### src/rtl/trap_irq_pkg.sv
package trap_irq_pkg;
  localparam int DATA_W = 8;
  localparam int N_EXT  = 3;
  localparam int CODE_W = 5;
  localparam int VHI_W  = DATA_W - CODE_W;

  typedef struct packed {
    logic             trap;
    logic             pos;
    logic [N_EXT-1:0] ena;
  } ctrl_t;

  // fixed per-source code: twice the source index
  function automatic logic [CODE_W-1:0] src_code(input int idx);
    return CODE_W'(idx * 2);
  endfunction
endpackage

### src/rtl/trap_ctrl_reg.sv
module trap_ctrl_reg
  import trap_irq_pkg::*;
(
  input  logic              clk,
  input  logic              rst,
  input  logic              wr_en,
  input  logic [DATA_W-1:0] wdata,
  input  logic              undef_strobe,
  input  logic              undef_pos,
  output ctrl_t             ctrl
);
  always_ff @(posedge clk) begin
    if (rst) begin
      ctrl.trap <= 1'b0;
      ctrl.pos  <= 1'b0;
      ctrl.ena  <= N_EXT'(1);
    end else begin
      if (wr_en) begin
        if (!wdata[DATA_W-1]) ctrl.trap <= 1'b0;
        ctrl.ena <= wdata[N_EXT-1:0];
      end
      if (undef_strobe) begin
        ctrl.trap <= 1'b1;
        ctrl.pos  <= undef_pos;
      end
    end
  end

  AST_TRAP_SETS: assert property (@(posedge clk) disable iff (rst)
    undef_strobe |=> ctrl.trap) else $error("trap flag not set");
  AST_NO_SW_SET: assert property (@(posedge clk) disable iff (rst)
    $rose(ctrl.trap) |-> $past(undef_strobe)) else $error("trap set without strobe");
  AST_POS_HELD: assert property (@(posedge clk) disable iff (rst)
    !$past(undef_strobe) |-> $stable(ctrl.pos)) else $error("position bit moved");
endmodule

### src/rtl/vec_base_reg.sv
module vec_base_reg
  import trap_irq_pkg::*;
(
  input  logic              clk,
  input  logic              rst,
  input  logic              wr_en,
  input  logic [DATA_W-1:0] wdata,
  output logic [VHI_W-1:0]  vhi
);
  always_ff @(posedge clk) begin
    if (rst)        vhi <= '0;
    else if (wr_en) vhi <= wdata[DATA_W-1 -: VHI_W];
  end
endmodule

### src/rtl/irq_prio_enc.sv
module irq_prio_enc
  import trap_irq_pkg::*;
#(
  parameter int NUM_SRC = 7
) (
  input  logic               clk,
  input  logic               rst,
  input  logic [NUM_SRC-1:0] req,
  input  logic [N_EXT-1:0]   ena,
  output logic               any,
  output logic [CODE_W-1:0]  code
);
  logic [NUM_SRC-1:0] masked;
  logic [NUM_SRC-1:0] grant;

  for (genvar g = 0; g < NUM_SRC; g++) begin : g_mask
    if (g < N_EXT) begin : g_ext
      assign masked[g] = req[g] & ena[g];
    end else begin : g_per
      assign masked[g] = req[g];
    end
  end

  always_comb begin
    grant = '0;
    code  = '0;
    any   = 1'b0;
    for (int i = NUM_SRC - 1; i >= 0; i--) begin
      if (masked[i]) begin
        grant    = '0;
        grant[i] = 1'b1;
        code     = src_code(i);
        any      = 1'b1;
      end
    end
  end

  AST_GRANT_ONEHOT: assert property (@(posedge clk) disable iff (rst)
    $onehot0(grant)) else $error("multiple grants");
  AST_GRANT_ANY: assert property (@(posedge clk) disable iff (rst)
    (|req) == 1'b0 |-> !any) else $error("grant without request");
endmodule

### src/rtl/trap_irq_ctrl.sv
module trap_irq_ctrl
  import trap_irq_pkg::*;
#(
  parameter int N_PERIPH = 4,
  localparam int NUM_SRC = N_EXT + N_PERIPH
) (
  input  logic               clk,
  input  logic               rst,
  input  logic               reg_sel,
  input  logic               reg_wr,
  input  logic [DATA_W-1:0]  reg_wdata,
  output logic [DATA_W-1:0]  reg_rdata,
  input  logic               undef_strobe,
  input  logic               undef_pos,
  input  logic [NUM_SRC-1:0] irq_req,
  output logic               vec_valid,
  output logic [DATA_W-1:0]  vec_out,
  output logic               trap_push,
  output logic               fetch_redirect
);
  ctrl_t              ctrl;
  logic [VHI_W-1:0]   vhi;
  logic               any;
  logic [CODE_W-1:0]  code;
  logic [DATA_W-1:0]  ctrl_view;
  logic [DATA_W-1:0]  base_view;

  trap_ctrl_reg u_ctrl (
    .clk          (clk),
    .rst          (rst),
    .wr_en        (reg_wr && !reg_sel),
    .wdata        (reg_wdata),
    .undef_strobe (undef_strobe),
    .undef_pos    (undef_pos),
    .ctrl         (ctrl)
  );

  vec_base_reg u_base (
    .clk   (clk),
    .rst   (rst),
    .wr_en (reg_wr && reg_sel),
    .wdata (reg_wdata),
    .vhi   (vhi)
  );

  irq_prio_enc #(.NUM_SRC(NUM_SRC)) u_enc (
    .clk  (clk),
    .rst  (rst),
    .req  (irq_req),
    .ena  (ctrl.ena),
    .any  (any),
    .code (code)
  );

  assign ctrl_view = {ctrl.trap, ctrl.pos, {(DATA_W-2-N_EXT){1'b0}}, ctrl.ena};
  assign base_view = {vhi, {CODE_W{1'b0}}};

  always_ff @(posedge clk) begin
    if (rst) begin
      reg_rdata      <= '0;
      vec_valid      <= 1'b0;
      vec_out        <= '0;
      trap_push      <= 1'b0;
      fetch_redirect <= 1'b0;
    end else begin
      reg_rdata      <= reg_sel ? base_view : ctrl_view;
      trap_push      <= undef_strobe;
      fetch_redirect <= undef_strobe;
      vec_valid      <= any && !undef_strobe;
      vec_out        <= {vhi, code};
    end
  end

  AST_PUSH_CAUSE: assert property (@(posedge clk) disable iff (rst)
    trap_push |-> $past(undef_strobe)) else $error("push without strobe");
  AST_TRAP_FIRST: assert property (@(posedge clk) disable iff (rst)
    trap_push |-> !vec_valid) else $error("vector during trap");
  AST_BASE_LOW: assert property (@(posedge clk) disable iff (rst)
    base_view[CODE_W-1:0] == '0) else $error("base low bits set");
endmodule

### config.mk
export PLATFORM = sky130hd
export DESIGN_NAME = trap_irq_ctrl
export DESIGN_NICKNAME = d
export VERILOG_FILES = /design/src/rtl/trap_irq_pkg.sv /design/src/rtl/trap_ctrl_reg.sv /design/src/rtl/vec_base_reg.sv /design/src/rtl/irq_prio_enc.sv /design/src/rtl/trap_irq_ctrl.sv
export SDC_FILE = /design/constraint.sdc
export NUM_CORES = 1
export LEC_CHECK = 0
export BUFFER_PORTS_ARGS = -buffer_cell sky130_fd_sc_hd__buf_2
export CAP_MARGIN = 40
export CELL_PAD_IN_SITES_DETAIL_PLACEMENT = 1
export CELL_PAD_IN_SITES_GLOBAL_PLACEMENT = 2
export CORE_ASPECT_RATIO = 1.25
export CORE_MARGIN = 2
export CORE_UTILIZATION = 22
export DETAILED_ROUTE_END_ITERATION = 10
export GPL_TIMING_DRIVEN = 0
export PLACE_DENSITY_LB_ADDON = 0.08
export SETUP_SLACK_MARGIN = 0.5
export SYNTH_ARGS = -nofsm -noshare
export SYNTH_HDL_FRONTEND = slang
export SYNTH_SLANG_ARGS = --single-unit
### constraint.sdc
create_clock -name clk -period 0.8 [get_ports clk]
set_input_delay 0.04 -clock clk [delete_from_list [all_inputs] [get_ports clk]]
set_output_delay 0.04 -clock clk [all_outputs]
set_load 0.05 [all_outputs]
# [After elaboration in Yosys (flattened, before gate mapping)]
# Cells that the tools add are included.
[totals] reg_bits=26 elab_cells=49 inputBits=21 out_inout_bits=19
[classes] n_mux=17 bitwise=4 n_reduce_logical=13 eq_ne=1
[ops] cell="$mux W4" n=3
[ops] cell="$mux W1" n=9
[ops] cell="$mux W8" n=1
[ops] cell="$reduce_or A7 Y1" n=1
[ops] cell="$mux W3" n=2
[ops] cell="$reduce_or A2 Y1" n=3
[ops] cell="$reduce_or A5 Y1" n=1
[ops] cell="$mux W2" n=2
[ops] cell="$and A1 B1 Y1" n=3
[ops] cell="$logic_and A1 B1 Y1" n=3
[ops] cell="$reduce_or A3 Y1" n=1
[ops] cell="$logic_not A1 Y1" n=2
[ops] cell="$ne A2 B1 Y1 const B" n=1
[ops] cell="$reduce_and A2 Y1" n=1
[ops] cell="$reduce_bool A2 Y1" n=1
[ops] cell="$not A1 Y1" n=1

# [Logic depth before layout (Yosys ltp)]
# Gate-level depths: netlist of run 1.
[logic_depth] word_depth=8 ltp_mapped=4 depth_no_buf=3

# [Cells and area by module]
# Synthesis of run 1 repeated with hierarchy kept, for this count alone.
[hier_totals] cells_unflattened=85 hier_area_um2=885.8
[by_module_without_submodules] module="trap_irq_ctrl" cells_each=42 area_each_um2=508.0 instances=1
[by_module_without_submodules] module="trap_ctrl_reg" cells_each=16 area_each_um2=182.7 instances=1
[by_module_without_submodules] module="vec_base_reg" cells_each=9 area_each_um2=101.3 instances=1
[by_module_without_submodules] module="irq_prio_enc" cells_each=18 area_each_um2=93.8 instances=1

# [Worst setup path after synthesis of run 1]
# OpenSTA, ideal clock, no wires.
[synth_path] path_type="register to output" start="register fetch_redirect (netlist name)" end="output port trap_push" n_path_buf=1 slack_ns=-0.134 required_ns=0.760 stages_incl_launch_ff=2 arrival_time_ns=0.894 cell_sequence="dfxtp_1 buf_4"
[synth_lines] item="end, declared" line_no="trap_irq_ctrl.sv:18" rtl="output logic trap_push,"

==> reports/summary.txt, run 1 <==
Starting Density - 0.230
Max Root-Sink Buffers - 2
Mapped Cells - 82
Reg2Reg Setup Slack - -0.01 ns
Hold Path Depth - 2
Synth Warn # - 0
minimum clock period after layout - 0.890 ns
Hold Path End - vec_valid
first-pass GRT wire length - 3.35 mm
peak supply drop - 0.000692 V
final period utilization - 1.11
internal power - 1.68 mW
Worst Path Required - 0.76 ns
Max-Cap Viols - 0
root buffer cell - clkbuf_8
Boundary Pins - 40
RSZ-0062 raised after global routing - yes
Final Setup Violations - 3
GR Overflow Total - 0
synthesized cell area - 802 um^2
area of the multi-input gates - 373 um^2
violated checks - hold timing, setup timing
Via-to-Cell Ratio - 4.32
core area - 3480 um^2
Net Switching - 0.644 mW
clock skew - 0.00320 ns
clock power share - 0.290
dpl ws - -0.0374 ns
Die Ht - 71.5 um
Flop pwr share - 0.498
Hold WC Path Type - primary input to flop
worst r2r src - u_ctrl.ctrl[0]
Final Hold Viols - 2
largest net degree at the start of global routing - 13
post-synthesis sequential area ratio - 0.549
critical-path cell with the highest stage delay - dfxtp_4
later-pin clock latency in the skew report - 0.26 ns
FF+latch area - 508 um^2
syn_area_per_cell - 9.78 um^2
most frequent cells in the layout - dfxtp_4, buf_2, buf_8
initial antenna violation count - 0
# DRC - 0
Switching Share - 0.277
CP Cell Sequence - buf_6, buf_8
TritonRoute pass-1 iters - 3
post-synth top area share - 0.549
Util after Layout - 0.392
Antenna Cells - 0
reg2reg path depth - 2
Worst EP arrival - 0.85 ns
vias in the first global route - 750
Post-Route WL - 1.85 mm
Cell Count, Final, Fillers Out - 160
r2r endpoint - u_ctrl.ctrl[0]
Placer Congestion - 0.646
Worst Setup Start Kind - flop
Filler cells - 391
crit path kind - flop to output port
placed cells - 155
Starting DRT DRC Count - 5
Antenna Violating Nets Remaining - 0
Tot GR Track Use - 0.105
Die ar. - 4150 um^2
Synth area leader - dfxtp_1
Die W - 58.0 um
total power - 2.32 mW
fmax - 1120 MHz
CTS Sinks - 22
slowest stage delay, CP - 0.35 ns
Post-DP Area - 1090 um^2
setup TNS - -0.140 ns
Min Hold Slack - -0.0278 ns
cell area after layout - 1370 um^2
pwr dens - 1700 nW/um^2
leakage power - 0.584 nW
wire per inst - 11.6 um
number of unique standard cell types used by synthesis - 24
Hold Startpoint - undef_strobe
Comb power frac - 0.211
synthesis-stage register bit count - 22
status - finished, violations left
share of cells above drive strength 1 - 0.678
CTS Buf Count - 3
DR vias - 691
Synth-to-Final Area Change - 70.2%
max-slew violations - 0
clock-pin slew on the worst setup and hold paths - 0.08 ns
Net count, final - 143
Core Rows - 24
setup ws final - -0.0898 ns
hpwl dp - 1.43 mm
Crit Path Max Fanout - 2
CTS tree - built
CTS H-tree lvls - 1
I/O Buffers - 31
Area contributors post-synth - dfxtp_1, mux2i_1, buf_4
Worst Setup End Kind - output port
==> cell families (layout without fill, tap and decap cells) <==
family | count (synthesis) | count (layout) | synth area share
buffers and inverters | 9 | 45 | 0.0764
flip-flops | 22 | 22 | 0.549
AND/OR/NAND/NOR | 32 | 32 | 0.211
multiplexers | 5 | 5 | 0.0624
other | 1 | 4 | 0.00468
AO/OA/AOI/OAI | 13 | 13 | 0.0967
==> cells in the mapped netlist <==
library cell   n
nor3b_1        1
nand2b_4       1
a22oi_1        1
a211o_1        1
nand3_1        3
inv_1          1
nor2b_1        4
and2_1         4
buf_6          1
a311oi_1       1
conb_1         1
mux2i_1        5
o21ai_0        2
and2_2         1
a21oi_1        7
buf_4          5
dfxtp_1       22
nor2_1         8
nand2_1        8
and2b_4        1
buf_2          1
nor3_1         1
clkbuf_1       1
a21boi_0       1
==> critical path: cells and delay by family (launching register included) <==
| family | cells | cell delay (ns) |
|---|---|---|
| DFF | 1 | 0.35 |
| buffers and inverters | 2 | 0.25 |
==> area by class of cell <==
class	instances	area share
flip-flops and latches	22	0.372
well taps	39	0.0357
plain buffers	8	0.0568
repair buffers	32	0.226
inverters	1	0.00275
multi-input cells	54	0.273
clock inverters	1	0.00275
clock buffers	3	0.0302
==> state kept, by name, summed over array words and instances (netlist names) <==
register / flops
fetch_redirect: 1
reg_rdata: 6
u_base.vhi: 3
u_ctrl.ctrl: 5
vec_out: 6
vec_valid: 1
==> worst max path at each step <==
stage	start	end	slack (ns)	cells after the start
2_1_floorplan	u_ctrl.ctrl[0]	u_ctrl.ctrl[0]	0.03	2
3_3_place_gp	u_ctrl.ctrl[0]	vec_out[3]	-0.08	3
3_5_place_dp	u_ctrl.ctrl[0]	vec_out[3]	-0.04	3
4_1_cts	fetch_redirect	trap_push	-0.1	2
5_1_grt	fetch_redirect	trap_push	-0.13	2
6_report	fetch_redirect	trap_push	-0.09	2
==> power groups by stage <==
stage	combinational (mW)	clock, mW	sequential (mW)
after global placement	0.395	0	1.17
after floorplan	0.185	0	1.27
after detailed placement	0.397	0	1.17
final	0.492	0.675	1.16
after global routing	0.529	0.773	1.17
after CTS	0.477	0.710	1.16
==> per-layer routing <==
metal,up-vias,routed length [um],share of wire,GRT usage
met5,-,0,0,0
met4,0,34,0.018,0.0465
met3,4,101,0.055,0.0271
met2,20,989,0.54,0.197
met1,328,723,0.39,0.108
li1,339,-,-,-
==> repair_timing <==
action,4_1_cts,5_1_grt
buffers inserted,1,0
pin swaps,8,4
hold endpoints to repair,2,2
gates resized for setup,55,12
setup endpoints to repair,36,36
Note: power is estimated with default switching activity, not from simulation.
==> inputs of run 2 (changes only) <==
CORE_ASPECT_RATIO = 0.6   (was 1.25)
==> run 2 against run 1 <==
Effect of this change: the run still ends with hold timing, setup timing left; critical endpoint unchanged; clock power fell by 3%; die area grew 0.31%; fmax is 0.81% higher; power is 0.16% higher; largest power group unchanged; worst setup slack improved by 0.0071 ns; via count decreased by 2.2%; register-to-register slack about the same.
==> reports/summary.txt, run 2 (synthesis results as in run 1) <==
Worst Path Required - 0.76 ns (about the same)
first-pass GRT wire length - 3.51 mm (+5.0%)
Net count, final - 143 (unchanged)
root buffer cell - clkbuf_8
DR vias - 676 (-2.2%)
Die ar. - 4160 um^2 (+0.31%)
peak supply drop - 0.000582 V (-16%)
Max-Cap Viols - 0 (unchanged)
most common cell after layout, fill and taps aside - dfxtp_4
initial antenna violation count - 0 (unchanged)
CTS tree - built
CTS Buf Count - 3 (unchanged)
Switching Share - 0.279 (+0.00233)
GR Overflow Total - 0 (unchanged)
TritonRoute pass-1 iters - 2 (-1)
Worst Setup End Kind - output port
critical-path cell with the highest stage delay - dfxtp_4
CTS H-tree lvls - 1 (unchanged)
Flop pwr share - 0.498 (about the same)
Final Setup Violations - 3 (unchanged)
# DRC - 0 (unchanged)
clock-pin slew on the worst setup and hold paths - 0.07 ns (about the same)
Max Root-Sink Buffers - 2 (unchanged)
critical path buffer and inverter count - 2 (unchanged)
Setup crit start - fetch_redirect
CTS Sinks - 22 (unchanged)
Starting DRT DRC Count - 23 (+18)
minimum clock period after layout - 0.883 ns (-0.00713 ns)
later-pin clock latency in the skew report - 0.26 ns (about the same)
Core Rows - 16 (-33%)
most frequent cells in the layout - dfxtp_4, buf_2, buf_8
largest net degree at the start of global routing - 12 (-1)
clock power share - 0.283 (-0.007)
worst r2r src - u_ctrl.ctrl[0]
I/O Buffers - 31 (unchanged)
setup ws final - -0.0826 ns (+0.00713 ns)
Hold Startpoint - undef_strobe
Worst Setup Start Kind - flop
share of cells above drive strength 1 - 0.708 (+0.0306)
dpl ws - -0.0461 ns (-0.00873 ns)
vias in the first global route - 741 (-1.2%)
internal power - 1.68 mW (-0.16%)
Min Hold Slack - -0.0255 ns (+0.00228 ns)
status - finished, violations left
crit path kind - flop to output port
Boundary Pins - 40 (unchanged)
final period utilization - 1.10 (-0.00891)
leakage power - 0.587 nW (+0.52%)
Tot GR Track Use - 0.118 (+0.0128)
cell family with most CP delay - flip-flops
fmax - 1130 MHz (+0.81%)
Comb power frac - 0.220 (+0.009)
CP Cell Sequence - buf_6, buf_8
max-slew violations - 0 (unchanged)
core area - 3360 um^2 (-3.4%)
pwr dens - 1670 nW/um^2 (-1.9%)
Die W - 82.0 um (+41%)
clock skew - 0.00173 ns (-0.00147 ns)
RSZ-0062 raised after global routing - yes
Net Switching - 0.650 mW (+1.0%)
Placer Congestion - 0.752 (+16%)
violated checks - hold timing, setup timing
Via-to-Cell Ratio - 4.10 (-5.1%)
Starting Density - 0.238 (+0.00822)
wire per inst - 12.7 um (+9.6%)
slowest stage delay, CP - 0.34 ns (about the same)
Util after Layout - 0.414 (+0.0226)
Post-Route WL - 2.09 mm (+13%)
Worst EP arrival - 0.84 ns (about the same)
Reg2Reg Setup Slack - -0.02 ns (about the same)
Hold WC Path Type - primary input to flop
Crit Path Max Fanout - 2 (unchanged)
Top Registers - reg_rdata: 6 flops, vec_out: 6 flops, u_ctrl.ctrl: 5 flops
Die Ht - 50.8 um (-29%)
hpwl dp - 1.55 mm (+8.3%)
Final Hold Viols - 2 (unchanged)
Synth-to-Final Area Change - 73.8%
Antenna Violating Nets Remaining - 0 (unchanged)
Antenna Cells - 0 (unchanged)
==> run 2: cell count changes in the layout (fill, tap and decap cells not counted), sizes merged <==
cell	previous run	this run
clkinv	1	0
==> run 2: routing by layer <==
layer	up-vias	part of all wire	GRT usage
met3	4	0.087	0.0594
met4	0	0.011	0.0444
met1	303	0.46	0.148
met2	30	0.44	0.173
li1	339	-	-
met5	-	0	0
==> run 2: final timing paths <==
path                          to  cells past startpoint
setup / recovery       trap_push                      2
hold / removal         vec_valid                      2
setup reg to reg  u_ctrl.ctrl[0]                      2
hold reg to reg    u_base.vhi[0]                      2
==> run 2: what timing repair did <==
action	CTS	global route
endpoints found under the hold margin	2	2
pin swaps	7	5
setup buffers	1	0
resized for setup	61	11
endpoints found under the setup margin	36	36
==> run 2: final cells by class <==
| type | instances | area, um^2 |
|---|---|---|
| multi-input combinational | 54 | 395 |
| inverter | 1 | 3.75 |
| tap | 45 | 56.3 |
| timing repair buffer | 32 | 309 |
| clock buffer | 3 | 41.3 |
| fill | 364 | 1970 |
| sequential | 22 | 510 |
| buffer | 8 | 77.6 |
==> run 2: power by group through the flow <==
stage,combinational (mW),clock (mW),sequential [mW]
after detailed placement,0.403,0,1.17
after global placement,0.398,0,1.17
after CTS,0.494,0.706,1.16
final,0.512,0.658,1.16
after floorplan,0.185,0,1.27
after global routing,0.547,0.769,1.17
==> run 2: per-stage QoR <==
step	setup TNS, ns	total power, mW	hold WS (ns)	area [um^2]	std cells
CTS	-0.170	2.36	-0.0291	1350	165
global route	-0.497	2.48	-0.0305	1390	165
finish	-0.127	2.33	-0.0255	1390	165
detailed placement	-0.0833	1.57	0.249	1100	161
floorplan	0	1.46	0.102	890	85
global placement	-0.125	1.57	0.249	1100	161
==> inputs of run 3 (changes only) <==
CORE_UTILIZATION = 23   (was 22)
SYNTH_HIERARCHICAL = 1   (was default)
==> run 3 against run 2 <==
Effect of this change: the run still ends with hold timing, setup timing left; critical endpoint unchanged; global-route usage fell by 0.98 points; first-iteration DRC count shrank 43%; largest cell class unchanged; clock-buffer cell count unchanged.
==> reports/summary.txt, run 3 <==
later-pin clock latency in the skew report - 0.26 ns (about the same)
CTS tree - built
number of unique standard cell types used by synthesis - 23 (-4.2%)
core area - 3680 um^2 (+9.4%)
CP Cell Sequence - buf_6, buf_8
vias in the first global route - 733 (-1.1%)
leakage power - 0.636 nW (+8.4%)
wire per inst - 12.1 um (-4.7%)
Antenna Violating Nets Remaining - 0 (unchanged)
share of cells above drive strength 1 - 0.690 (-0.0179)
Switching Share - 0.275 (-0.00400)
placed cells - 169 (+5.0%)
top post-synthesis cells by count - dfxtp_1, nor2_1, nor2b_1
dpl ws - -0.106 ns (-0.0600 ns)
Crit Path Max Fanout - 2 (unchanged)
largest net degree at the start of global routing - 14 (+2)
fmax - 1120 MHz (-1.5%)
cell family with most CP delay - flip-flops
clock power share - 0.282 (about the same)
slowest stage delay, CP - 0.35 ns (about the same)
RSZ-0062 raised after global routing - yes
leading register cell type out of synthesis - dfxtp_1
Comb power frac - 0.213 (-0.007)
Async SR Flop Fraction - 0 (unchanged)
status - finished, violations left
peak supply drop - 0.000605 V (+3.9%)
Max Root-Sink Buffers - 2 (unchanged)
Hold Startpoint - reg_wdata[0]
Tot GR Track Use - 0.108 (-0.00983)
first-pass GRT wire length - 3.57 mm (+1.8%)
Post-synth EDFFs - 0 (unchanged)
DR vias - 694 (+2.7%)
minimum clock period after layout - 0.896 ns (+0.0137 ns)
max FFs per register - 8
r2r endpoint - vec_valid
violated checks - hold timing, setup timing
reg2reg path depth - 3 (+1)
Boundary Pins - 40 (unchanged)
CTS Sinks - 24 (+9.1%)
Worst EP arrival - 0.86 ns (+0.02 ns)
TritonRoute pass-1 iters - 4 (+2)
Min Hold Slack - -0.0000568 ns (+0.0255 ns)
clock-pin slew on the worst setup and hold paths - 0.08 ns (about the same)
critical path buffer and inverter count - 2 (unchanged)
CTS H-tree lvls - 1 (unchanged)
Worst Setup Start Kind - flop
Net count, final - 148 (+3.5%)
Synth area leader - dfxtp_1
Max-Cap Viols - 0 (unchanged)
Starting DRT DRC Count - 13 (-43%)
Crit. path cell count - 2 (unchanged)
Hold WC Path Type - primary input to flop
most common cell after layout, fill and taps aside - buf_8
Starting Density - 0.241 (+0.00227)
Mapped Cells - 85 (+3.7%)
total power - 2.51 mW (+8.0%)
I/O Buffers - 35 (+13%)
setup ws final - -0.0963 ns (-0.0137 ns)
Via-to-Cell Ratio - 4.01 (-2.1%)
Placer Congestion - 0.736 (-2.2%)
pwr dens - 1690 nW/um^2 (+0.89%)
max-slew violations - 0 (unchanged)
Area contributors post-synth - dfxtp_1, mux2i_1, nor2b_1
Reg2Reg Setup Slack - -0.09 ns (-0.07 ns)
Worst Setup End Kind - output port
clock skew - 0.00486 ns (+0.00313 ns)
CTS Buf Count - 3 (unchanged)
Synth-to-Final Area Change - 68.4%
Die W - 84.1 um (+2.6%)
Post-Route WL - 2.09 mm (about the same)
cell area after layout - 1490 um^2 (+7.0%)
Top Registers - vec_out: 8 flops, reg_rdata: 6 flops, u_ctrl/ctrl: 5 flops
synthesized cell area - 886 um^2 (+10%)
most frequent cells in the layout - buf_8, buf_2, dfxtp_4
Post-DP Area - 1200 um^2 (+9.0%)
syn_area_per_cell - 10.4 um^2 (+6.6%)
Final Setup Violations - 6 (+3)
post-synth top area share - 0.542 (-0.00677)
internal power - 1.82 mW (+8.6%)
most numerous cell in the Yosys netlist - dfxtp_1
Antenna Cells - 0 (unchanged)
critical-path cell with the highest stage delay - dfxtp_4
setup bufs post-CTS - 0 (-1)
Synth Warn # - 6 (+6)
Final Hold Viols - 1 (-1)
synthesis-stage register bit count - 24 (+9.1%)
Die Ht - 52.1 um (+2.6%)
root buffer cell - clkbuf_8
Hold Path End - u_ctrl/ctrl[0]
Cell Count, Final, Fillers Out - 173 (+4.8%)
# DRC - 0 (unchanged)
initial antenna violation count - 0 (unchanged)
final period utilization - 1.12 (+0.0171)
worst r2r src - u_ctrl/ctrl[2]
Flop pwr share - 0.505 (+0.007)
GR Overflow Total - 0 (unchanged)
hpwl dp - 1.56 mm (+1.2%)
crit path kind - flop to output port
Core Rows - 17 (+1)
post-synthesis sequential area ratio - 0.542 (-0.00677)
Most flops, register - vec_out
Die ar. - 4380 um^2 (+5.3%)
Worst Path Required - 0.76 ns (about the same)
Net Switching - 0.692 mW (+6.4%)
Hold Path Depth - 2 (unchanged)
==> run 3: cell count changes in the layout (fill, tap and decap cells not counted), moves of 3 or more <==
cell,change
nand2_1,-3
buf_8,+3
nor2b_1,+4
nor2_2,+3
dfxtp_2,+4
a21oi_2,-3
==> run 3: final cells by class <==
class,instances,area (um^2)
tap,47,58.8
fill,406,2190
sequential,24,548
clock inverter,1,3.75
buffer,6,56.3
multi-input combinational,57,424
timing repair buffer,35,359
clock buffer,3,41.3
==> run 3: how the worst max path moves through the flow <==
stage | startpoint | endpoint
floorplan | u_ctrl/ctrl[2] | vec_valid
global placement | u_ctrl/ctrl[2] | vec_valid
detailed placement | u_ctrl/ctrl[2] | vec_valid
CTS | fetch_redirect | trap_push
global route | fetch_redirect | trap_push
finish | fetch_redirect | trap_push
==> run 3: stage by stage <==
stage | TNS, ns | utilization
after detailed placement | -0.648 | 0.326
after CTS | -0.400 | 0.390
after global routing | -1.05 | 0.405
final | -0.318 | 0.405
after floorplan | 0 | -
after global placement | -0.536 | 0.326
==> run 3: cells by family after synthesis <==
| group | Yosys count | synth area share |
|---|---|---|
| simple gates | 40 | 0.264 |
| flops | 24 | 0.542 |
| mux | 8 | 0.0904 |
| buf+inv | 6 | 0.0551 |
| compound gates | 5 | 0.0395 |
| other cells | 2 | 0.00848 |
==> run 3: per-layer routing <==
| metal | routed length [um] | vias up | part of all wire | global-route usage |
|---|---|---|---|---|
| li1 | - | 346 | - | - |
| met1 | 929 | 322 | 0.45 | 0.126 |
| met3 | 137 | 0 | 0.066 | 0.0429 |
| met4 | 0 | 0 | 0 | 0.0323 |
| met2 | 1020 | 26 | 0.49 | 0.188 |
| met5 | 0 | - | 0 | 0 |
==> run 3: power groups by stage <==
stage / logic [mW] / clock network, mW / registers (mW)
final: 0.536 / 0.708 / 1.27
after global routing: 0.574 / 0.808 / 1.28
after CTS: 0.505 / 0.754 / 1.27
after detailed placement: 0.423 / 0 / 1.28
after global placement: 0.419 / 0 / 1.28
after floorplan: 0.169 / 0 / 1.40
==> run 3: timing repair <==
action	in CTS	in global routing
hold endpoints to repair	1	1
pin swaps	6	4
setup endpoints to repair	39	38
resized for setup	60	15
